[src/rtl/aa_pkg.sv]
// Shared constants, state and command types for the bus ID assigner.
package aa_pkg;
    localparam int BYTE_W = 8;
    localparam logic [3:0] CMD_FAMILY  = 4'b0110;
    localparam logic [2:0] ASSIGN_TAIL = 3'b100;
    localparam logic [2:0] CLEAR_TAIL  = 3'b011;

    typedef enum logic [2:0] {ST_IDLE, ST_CTRL, ST_ID, ST_SER, ST_FIN} st_e;
    typedef enum logic [1:0] {CMD_NONE, CMD_ASSIGN, CMD_CLEAR} cmd_e;

    // Classify a received command byte; assign only counts while unassigned.
    function automatic cmd_e decode_cmd(input logic [BYTE_W-1:0] b, input logic taken);
        if (b[7:4] != CMD_FAMILY)               return CMD_NONE;
        if (b[2:0] == ASSIGN_TAIL && !taken)    return CMD_ASSIGN;
        if (b[2:0] == CLEAR_TAIL)               return CMD_CLEAR;
        return CMD_NONE;
    endfunction
endpackage

[src/rtl/aa_scl_edges.sv]
// Finds SCL rising and falling edges in the system clock domain.
// Assumes scl is already synchronised and filtered; idle bus level is high.
module aa_scl_edges (
    input  logic clk,
    input  logic rst_n,
    input  logic scl,
    output logic rise,
    output logic fall
);
    logic scl_q;

    // Hold the previous SCL level.
    always_ff @(posedge clk) begin
        if (!rst_n) scl_q <= 1'b1;
        else        scl_q <= scl;
    end

    assign rise = scl & ~scl_q;
    assign fall = ~scl & scl_q;
endmodule

[src/rtl/aa_sn_shift.sv]
// Holds the fixed serial number and presents it one bit at a time, MSB first.
// Assumes load and shift never fire in the same cycle.
module aa_sn_shift #(
    parameter int                SN_W   = 48,
    parameter logic [SN_W-1:0]   SERIAL = '0
) (
    input  logic clk,
    input  logic rst_n,
    input  logic load,
    input  logic shift,
    output logic msb
);
    logic [SN_W-1:0] sh;

    // Reload the serial number or advance one bit.
    always_ff @(posedge clk) begin
        if (!rst_n || load) sh <= SERIAL;
        else if (shift)     sh <= {sh[SN_W-2:0], 1'b0};
    end

    assign msb = sh[SN_W-1];
endmodule

[src/rtl/aa_id_assigner.sv]
// Slave-side ID assignment by serial-number arbitration on a two-wire bus.
// Decodes the assign and clear command bytes, acknowledges them, shifts out
// the serial number with wired-AND arbitration and commits the offered ID on
// a correctly placed STOP. Assumes START/STOP strobes come from an external
// line conditioner and that each SCL phase lasts several clk cycles.
module aa_id_assigner
    import aa_pkg::*;
#(
    parameter int                SN_W   = 48,
    parameter logic [SN_W-1:0]   SERIAL = 48'h9C5A_3B71_E2D4
) (
    input  logic              clk,
    input  logic              rst_n,
    input  logic              scl,
    input  logic              sda,
    input  logic              start_det,
    input  logic              stop_det,
    output logic              sda_pull,
    output logic              eds_pull,
    output logic [BYTE_W-1:0] id_q
);
    localparam int SN_BYTES = SN_W / BYTE_W;
    localparam int BC_W     = $clog2(SN_BYTES);
    localparam logic [BC_W-1:0] LAST_BYTE = BC_W'(SN_BYTES - 1);

    logic              scl_rise, scl_fall;
    logic              sn_bit, sn_load, sn_shift;
    st_e               st;
    cmd_e              cmd_q, cmd_now;
    logic [3:0]        bitcnt;
    logic [BYTE_W-1:0] rx_sh, offered;
    logic [BC_W-1:0]   byte_cnt;
    logic              oe_q, assigned;

    aa_scl_edges u_edges (
        .clk  (clk),
        .rst_n(rst_n),
        .scl  (scl),
        .rise (scl_rise),
        .fall (scl_fall)
    );

    aa_sn_shift #(.SN_W(SN_W), .SERIAL(SERIAL)) u_sn (
        .clk  (clk),
        .rst_n(rst_n),
        .load (sn_load),
        .shift(sn_shift),
        .msb  (sn_bit)
    );

    // Classify the byte just received and steer the serial shifter.
    always_comb begin
        cmd_now  = decode_cmd(rx_sh, assigned);
        sn_load  = scl_fall && (st == ST_ID) && (bitcnt == 4'd8);
        sn_shift = scl_rise && (st == ST_SER) && (bitcnt < 4'd8);
    end

    // Command sequencer: byte framing, acknowledge, arbitration and commit.
    always_ff @(posedge clk) begin
        if (!rst_n) begin
            st       <= ST_IDLE;
            cmd_q    <= CMD_NONE;
            bitcnt   <= '0;
            rx_sh    <= '0;
            offered  <= '0;
            byte_cnt <= '0;
            oe_q     <= 1'b0;
            assigned <= 1'b0;
            sda_pull <= 1'b0;
            eds_pull <= 1'b0;
            id_q     <= '0;
        end else if (start_det) begin
            st       <= ST_CTRL;
            cmd_q    <= CMD_NONE;
            bitcnt   <= '0;
            sda_pull <= 1'b0;
            eds_pull <= 1'b0;
        end else if (stop_det) begin
            if (st == ST_FIN) begin
                id_q     <= offered;
                assigned <= 1'b1;
            end
            st       <= ST_IDLE;
            sda_pull <= 1'b0;
            eds_pull <= 1'b0;
        end else begin
            case (st)
                ST_CTRL, ST_ID: begin
                    if (scl_rise) begin
                        bitcnt <= bitcnt + 4'd1;
                        if (bitcnt < 4'd8) rx_sh <= {rx_sh[BYTE_W-2:0], sda};
                    end else if (scl_fall && bitcnt == 4'd8) begin
                        if (st == ST_ID) begin
                            offered  <= rx_sh;
                            sda_pull <= 1'b1;
                        end else if (cmd_now == CMD_NONE) begin
                            st <= ST_IDLE;
                        end else begin
                            cmd_q    <= cmd_now;
                            oe_q     <= rx_sh[3];
                            sda_pull <= 1'b1;
                        end
                    end else if (scl_fall && bitcnt == 4'd9) begin
                        bitcnt <= '0;
                        if (st == ST_ID) begin
                            st       <= ST_SER;
                            byte_cnt <= '0;
                            sda_pull <= ~sn_bit;
                            eds_pull <= oe_q;
                        end else begin
                            sda_pull <= 1'b0;
                            if (cmd_q == CMD_CLEAR) begin
                                id_q     <= '0;
                                assigned <= 1'b0;
                                st       <= ST_IDLE;
                            end else begin
                                st <= ST_ID;
                            end
                        end
                    end
                end
                ST_SER: begin
                    if (scl_rise) begin
                        bitcnt <= bitcnt + 4'd1;
                        if (bitcnt < 4'd8) begin
                            if (sn_bit && !sda) begin
                                st       <= ST_IDLE;
                                sda_pull <= 1'b0;
                                eds_pull <= 1'b0;
                            end
                        end else if ((byte_cnt == LAST_BYTE) ? !sda : sda) begin
                            st       <= ST_IDLE;
                            eds_pull <= 1'b0;
                        end else if (byte_cnt == LAST_BYTE) begin
                            st <= ST_FIN;
                        end
                    end else if (scl_fall) begin
                        if (bitcnt == 4'd8) begin
                            sda_pull <= 1'b0;
                        end else if (bitcnt == 4'd9) begin
                            bitcnt   <= '0;
                            byte_cnt <= byte_cnt + BC_W'(1);
                            sda_pull <= ~sn_bit;
                        end else begin
                            sda_pull <= ~sn_bit;
                        end
                    end
                end
                default: ;
            endcase
        end
    end
endmodule

[config.mk]
export PLATFORM = sky130hd
export DESIGN_NAME = aa_id_assigner
export DESIGN_NICKNAME = d
export VERILOG_FILES = /design/src/rtl/aa_pkg.sv /design/src/rtl/aa_scl_edges.sv /design/src/rtl/aa_sn_shift.sv /design/src/rtl/aa_id_assigner.sv
export SDC_FILE = /design/constraint.sdc
export NUM_CORES = 1
export LEC_CHECK = 0
export BUFFER_PORTS_ARGS = -buffer_cell sky130_fd_sc_hd__buf_2
export CAP_MARGIN = 20
export CORE_AREA = 5 5 86 88
export CTS_BUF_LIST = sky130_fd_sc_hd__clkbuf_8
export CTS_CLUSTER_DIAMETER = 60
export DETAILED_ROUTE_END_ITERATION = 6
export DIE_AREA = 0 0 91 93
export MAX_ROUTING_LAYER = met4
export PLACE_DENSITY = 0.72
export SLEW_MARGIN = 30
export SYNTH_ARGS = -nofsm -noshare
export SYNTH_HDL_FRONTEND = slang
export SYNTH_SLANG_ARGS = --single-unit
[constraint.sdc]
create_clock -name clk -period 3.4 [get_ports clk]
set_clock_uncertainty 0.2 [all_clocks]
set_input_delay 0.17 -clock clk [delete_from_list [all_inputs] [get_ports clk]]
set_output_delay 0.17 -clock clk [all_outputs]
set_load 0.05 [all_outputs]
==> results of run 1 <==
## sequential cells by signal, indices dropped and copies added, names as in the netlist, 2 cells and up
register	flops
st	3
u_sn.sh	46
bitcnt	4
rx_sh	8
cmd_q	2
offered	8
byte_cnt	3
id_q	8
## logic make-up after synthesis
family                   synth area share
XOR/XNOR                         0.002338
adder cells (fa/ha/maj)           0.02672
multiplexers                      0.02705
AO/OA/AOI/OAI                      0.1420
buffers and inverters             0.03841
flip-flops                         0.4649
AND/OR/NAND/NOR                    0.2986
## final timing paths
check	from	slack, ns	cells past startpoint	end
max	scl	0.99	8	byte_cnt[2]
min reg2reg	u_sn.sh[22]	0.25	2	u_sn.sh[23]
min	stop_det	0.05	3	id_q[5]
max reg2reg	bitcnt[0]	1.02	6	u_sn.sh[14]
## placed cells by master (no fill, tap or decap), drive strengths merged, types with 2 or more instances in the layout
| cell type | count |
|---|---|
| buf | 17 |
| a21boi | 19 |
| inv | 13 |
| nor3 | 4 |
| dfxtp | 87 |
| or3b | 2 |
| ha | 8 |
| o21ai | 9 |
| nor4 | 3 |
| nand2 | 133 |
| nand4 | 2 |
| nand2b | 3 |
| mux2i | 9 |
| clkbuf | 10 |
| nor2b | 14 |
| and3 | 3 |
| nor2 | 6 |
| nor3b | 2 |
| nand3 | 37 |
| dlygate4sd3 | 2 |
| or3 | 3 |
| a2111o | 2 |
| a31oi | 3 |
| nand3b | 3 |
| bufinv | 2 |
| a21oi | 32 |
| and2 | 3 |
## power breakdown
| group | internal, uW | leakage, uW | switching (uW) |
|---|---|---|---|
| clock network | 446 | 0.000119 | 378 |
| registers | 1020 | 0.000702 | 3.45 |
| logic | 18.8 | 0.000711 | 36.8 |
## through the flow
| stage | area (um2) | setup WS, ns |
|---|---|---|
| 4_1_cts | 4091 | 0.9844 |
| 2_1_floorplan | 3746 | 1.340 |
| 5_1_grt | 4091 | 0.7960 |
| 6_report | 4091 | 0.9864 |
| 3_5_place_dp | 3836 | 1.007 |
| 3_3_place_gp | 3836 | 1.131 |
## critical path, delay by kind of cell
kind / cells / cell delay, ns
AO/OA/AOI/OAI: 1 / 0.15
buffers and inverters: 3 / 0.85
AND/OR/NAND/NOR: 3 / 1.02
adder cells (fa/ha/maj): 1 / 0.32
## layer usage
layer	track usage	share of wire	vias up
li1	-	-	1530
met1	0.2275	0.49	1366
met2	0.2831	0.46	48
met3	0.03138	0.038	9
met4	0.06846	0.013	0
met5	-	0	-
## cell type report
class                           instances  share of cell area
Sequential cell                        87              0.4257
Tap cell                               80             0.02446
Clock buffer                           10             0.03364
Inverter                               10            0.009174
Multi-Input combinational cell        325              0.4563
Timing Repair Buffer                   19             0.02691
Clock inverter                          6             0.02385
==> impl_metrics.json, run 1 <==
{
  "outcome": "finished clean",
  "grt_start_max_net_pins": 46,
  "floorplan.core_area_mm2": 0.006569,
  "port_buffers": 15,
  "fmax_mhz": 414.3,
  "globalRouteOverflowTotal": 0,
  "crit_type": "input pin to register",
  "postSynthCellCount": 447,
  "post-synth-top-area-fraction": 0.4649,
  "number_of_synthesized_flops_with_an_enable_pin": 0,
  "post_synthesis_instance_area_mm2": 0.003746,
  "vias_in_the_first_global_route": 2777,
  "finalSetupTns_ns": 0,
  "placedCellCount": 519,
  "post_synth_main_area_contributors": "sky130_fd_sc_hd__dfxtp_1 (46%), sky130_fd_sc_hd__nand2_1 (13%), sky130_fd_sc_hd__nand3_1 (4.9%)",
  "power.leakage_uw": 0.001532,
  "timing.max_cap.violations": 0,
  "area.growth.synth_to_final_pct": 9.218,
  "cts_root_buf": "sky130_fd_sc_hd__clkbuf_8",
  "ff_latch_area_mm2": 0.001742,
  "postSynthAreaPerCell_um2": 8.381,
  "hold_viol_final": 0,
  "holdBufCountCts": 2,
  "multi_input_area_mm2": 0.001867,
  "most_repeated_cell_in_the_gate_level_netlist_after_synthesis": "sky130_fd_sc_hd__nand2_1",
  "avgViaCountPerCell": 5.499,
  "detailroute.via_count": 2953,
  "synth_flop_cell": "sky130_fd_sc_hd__dfxtp_1",
  "grt_first_pass_wirelength_um": 12410,
  "cts.path.max_buffers": 2,
  "drtIter0Drc": 157,
  "detail_route.wl_per_cell_um": 13.11,
  "worst_ir_drop_vdd_mv": 0.2969,
  "synthDistinctLibCells": 59,
  "hold_ws_ns": 0.04847,
  "synth.ff_latch_count": 87,
  "first_pass_iters": 4,
  "startpoint_type": "input pin",
  "slew-limit-headroom": 0.4603,
  "synth-async-reset-ratio": 0,
  "layout_worst_path_cycle_share": 0.7099,
  "timing.critical_path.arrival_ns": 2.49,
  "drtAntennaViolNets": 0,
  "detail_route.drc_violations": 0,
  "cts_repair_resizes": 0,
  "groute.usage.overall": 0.1781,
  "path_max_fanout": 9,
  "required_ns": 3.48,
  "rsz0062_at_grt": "no",
  "clock_tree_from_tritoncts": "done",
  "ys_seq_area_frac": 0.4649,
  "hold_class": "input pin to register",
  "fill_cells": 591,
  "final_net_count": 466,
  "die_width_um": 91,
  "worstSetupEndpointType": "register",
  "clkTransAtPathRegs_ns": 0.09,
  "mappedNetlistNets": 461,
  "slowest_delay_ns": 0.53,
  "instances_no_fill": 537,
  "antenna_found_initial": 0,
  "cpMaxStageDelayCell": "sky130_fd_sc_hd__dlygate4sd3_1",
  "synth_largest_area_cell": "sky130_fd_sc_hd__dfxtp_1",
  "power-per-cell-area_mw_per_mm2": 464.9,
  "post-dp-hpwl_um": 4652,
  "floorplan.die_area_mm2": 0.008463,
  "post_cts_buffers": 0,
  "htree_num_levels": 3,
  "path_cells": "dlygate4sd3_1, buf_2, ha_1, inv_2, and3_1, nand3_1, or4_1, a21boi_1",
  "finalCoreUtilization": 0.6229,
  "synth_common_cells": "sky130_fd_sc_hd__nand2_1 (132), sky130_fd_sc_hd__dfxtp_1 (87), sky130_fd_sc_hd__nand3_1 (37), sky130_fd_sc_hd__a21oi_1 (31), sky130_fd_sc_hd__clkbuf_1 (15)",
  "worstMarginPinSlew_ns": 0.8096,
  "initial_utilization": 0.5703,
  "diodes": 0,
  "layout-drive-gt1-share": 0.1116,
  "core.rowCount": 30,
  "gp_congestion": 1.002,
  "finalWirelength_um": 7039,
  "ys.warnings.count": 0,
  "ios": 16,
  "worstSkewPairLatency_ns": 0.35,
  "timing.final.max_slew_violations": 0,
  "period_minus_slack_ns": 2.414,
  "totalPowerFinal_uw": 1902,
  "setup_viol_count_final": 0,
  "cts_buffer_count": 9,
  "clock_sinks": 87,
  "die-height_um": 93
}
Power figures use the tool's default switching activity.
==> run 2: changes to the inputs <==
Settings changed: ABC_AREA set to 1, CORE_AREA 5 5 86 88 to 5 5 88 90, DIE_AREA 0 0 91 93 to 0 0 93 95, PLACE_DENSITY 0.72 to 0.73.
Clock period 3.4 ns to 2 ns, I/O delays scaled along.
==> impl_metrics.json, run 2 <==
{
  "post_synthesis_instance_area_mm2": 0.003770,
  "most_repeated_cell_in_the_gate_level_netlist_after_synthesis": "sky130_fd_sc_hd__nand2_1",
  "power-per-cell-area_mw_per_mm2": 768.0,
  "gp_congestion": 0.9255,
  "ios": 16,
  "diodes": 0,
  "mappedNetlistNets": 518,
  "synth_common_cells": "sky130_fd_sc_hd__nand2_1 (136), sky130_fd_sc_hd__dfxtp_1 (87), sky130_fd_sc_hd__nor2_1 (46), sky130_fd_sc_hd__nand3_1 (42), sky130_fd_sc_hd__a21oi_1 (40)",
  "post-synth-top-area-fraction": 0.4620,
  "floorplan.core_area_mm2": 0.006982,
  "period_minus_slack_ns": 1.879,
  "max_ffs_per_register": 46,
  "core.rowCount": 31,
  "avgViaCountPerCell": 5.246,
  "synth_largest_area_cell": "sky130_fd_sc_hd__dfxtp_1",
  "finalWirelength_um": 7706,
  "outcome": "finished clean",
  "antenna_found_initial": 0,
  "port_buffers": 15,
  "largest_register_by_flop_count": "u_sn.sh",
  "synthDistinctLibCells": 32,
  "setup_viol_count_final": 0,
  "postSynthCellCount": 504,
  "startpoint_type": "register",
  "htree_num_levels": 3,
  "layout_worst_path_cycle_share": 0.9397,
  "hold_class": "register to register",
  "post_synth_main_area_contributors": "sky130_fd_sc_hd__dfxtp_1 (46%), sky130_fd_sc_hd__nand2_1 (14%), sky130_fd_sc_hd__nand3_1 (5.6%)",
  "ys_seq_area_frac": 0.4620,
  "cts_root_buf": "sky130_fd_sc_hd__clkbuf_8",
  "groute.usage.overall": 0.1881,
  "post-dp-hpwl_um": 5142,
  "placedCellCount": 592,
  "globalRouteOverflowTotal": 0,
  "number_of_synthesized_flops_with_an_enable_pin": 0,
  "worstSetupEndpointType": "register",
  "crit_type": "register to register",
  "grt_first_pass_wirelength_um": 13040,
  "cts.path.max_buffers": 2,
  "vias_in_the_first_global_route": 2979,
  "grt_start_max_net_pins": 45,
  "instances_no_fill": 621,
  "floorplan.die_area_mm2": 0.008835,
  "clock_sinks": 87,
  "power.leakage_uw": 0.001862,
  "synth_flop_cell": "sky130_fd_sc_hd__dfxtp_1",
  "layout_common_cells": "sky130_fd_sc_hd__nand2_1 (135), sky130_fd_sc_hd__dfxtp_1 (84), sky130_fd_sc_hd__nor2_1 (45)",
  "synth.ff_latch_count": 87,
  "hold_viol_final": 0,
  "initial_utilization": 0.5400,
  "slew-limit-headroom": 0.7070,
  "mostFrequentLayoutCell": "sky130_fd_sc_hd__nand2_1",
  "drtIter0Drc": 156,
  "detail_route.drc_violations": 0,
  "die-height_um": 95,
  "required_ns": 2.10,
  "layout-drive-gt1-share": 0.1911,
  "clock_tree_from_tritoncts": "done",
  "clkTransAtPathRegs_ns": 0.10,
  "detailroute.via_count": 3258,
  "die_width_um": 93,
  "synth-async-reset-ratio": 0,
  "area.growth.synth_to_final_pct": 15.70,
  "timing.max_cap.violations": 0,
  "worst_ir_drop_vdd_mv": 0.4440,
  "fmax_mhz": 532.1,
  "finalSetupTns_ns": 0,
  "cts_buffer_count": 9,
  "postSynthAreaPerCell_um2": 7.480,
  "timing.critical_path.arrival_ns": 1.98,
  "ys.warnings.count": 0,
  "first_pass_iters": 4,
  "worstSkewPairLatency_ns": 0.36,
  "detail_route.wl_per_cell_um": 12.41,
  "worstMarginPinSlew_ns": 0.4391,
  "final_net_count": 548,
  "path_max_fanout": 5,
  "timing.final.max_slew_violations": 0,
  "drtAntennaViolNets": 0
}
run 2: cell count changes after synthesis, sizes merged, moves of 8 or more:
cell / before / now
a21boi: 19 / 1
a21oi: 32 / 44
clkbuf: 15 / 5
inv: 10 / 41
mux2i: 9 / 0
nand2: 133 / 150
nand3: 37 / 45
nor2: 6 / 54
nor2b: 14 / 0
o21ai: 9 / 26
run 2: worst paths after layout:
| path | from | endpoint | slack [ns] | depth (start not counted) |
|---|---|---|---|---|
| worst max-delay path | bitcnt[1] | offered[0] | 0.12 | 9 |
| worst min-delay path | u_sn.sh[2] | u_sn.sh[3] | 0.26 | 2 |
| worst max register to register | bitcnt[1] | offered[0] | 0.12 | 9 |
| worst min register to register | u_sn.sh[2] | u_sn.sh[3] | 0.26 | 2 |
run 2: area by class of cell:
class                      instances  area, um2
clock inverter                     7      115.1
sequential                        87       1745
timing repair buffer              40      281.5
clock buffer                       9      123.9
tap                               82      102.6
fill                             625       2620
multi-input combinational        355       1834
inverter                          41      158.9
run 2: cell families after synthesis:
kind of cell | synth area share
adder cells (fa/ha/maj) | 0.02655
flip-flops | 0.4620
XOR/XNOR | 0.004647
AO/OA/AOI/OAI | 0.1132
AND/OR/NAND/NOR | 0.3213
buffers and inverters | 0.07235
run 2: report_power, final:
group / internal [uW] / leakage (uW) / switching, uW
sequential: 1740 / 0.000704 / 8.09
clock: 736 / 0.000117 / 701
combinational: 56.7 / 0.00104 / 111
run 2: repair_timing:
| action | in CTS | in global routing |
|---|---|---|
| setup endpoints to repair | 0 | 63 |
| hold endpoints to repair | 10 | 0 |
| hold buffers | 6 | 0 |
| buffers inserted | 0 | 6 |
| gates resized for setup | 0 | 27 |
run 2: critical path, cell delays in order, from the launching register on:
cell and delay [ns]:
sky130_fd_sc_hd__dfxtp_2 0.35, sky130_fd_sc_hd__inv_1 0.12, sky130_fd_sc_hd__ha_4 0.18, sky130_fd_sc_hd__nand3_2 0.11
sky130_fd_sc_hd__nor2_4 0.14, sky130_fd_sc_hd__nand2_2 0.10, sky130_fd_sc_hd__nor3_4 0.27, sky130_fd_sc_hd__buf_6 0.16
sky130_fd_sc_hd__o21ai_1 0.06, sky130_fd_sc_hd__a21oi_1 0.12
run 2: through the flow:
stage	utilization	setup slack, ns	hold WS, ns	cell area (um2)	total power (uW)
after detailed placement	0.5613	0.05860	0.1388	3919	1930
after global routing	0.6247	-0.01288	0.2781	4362	3490
after CTS	0.6041	0.04601	0.2610	4218	3369
after global placement	0.5613	0.1647	0.1248	3919	1927
after floorplan	-	0.2912	0.0003488	3770	1890
final	0.6247	0.1206	0.2561	4362	3350
run 2: layer usage:
layer  GRT usage  vias up  wire length (um)
li1            -     1675                 -
met1      0.2349     1494              3554
met4     0.06960        0               194
met2      0.2945       67              3594
met3     0.04861       22               362
met5           -        -                 0
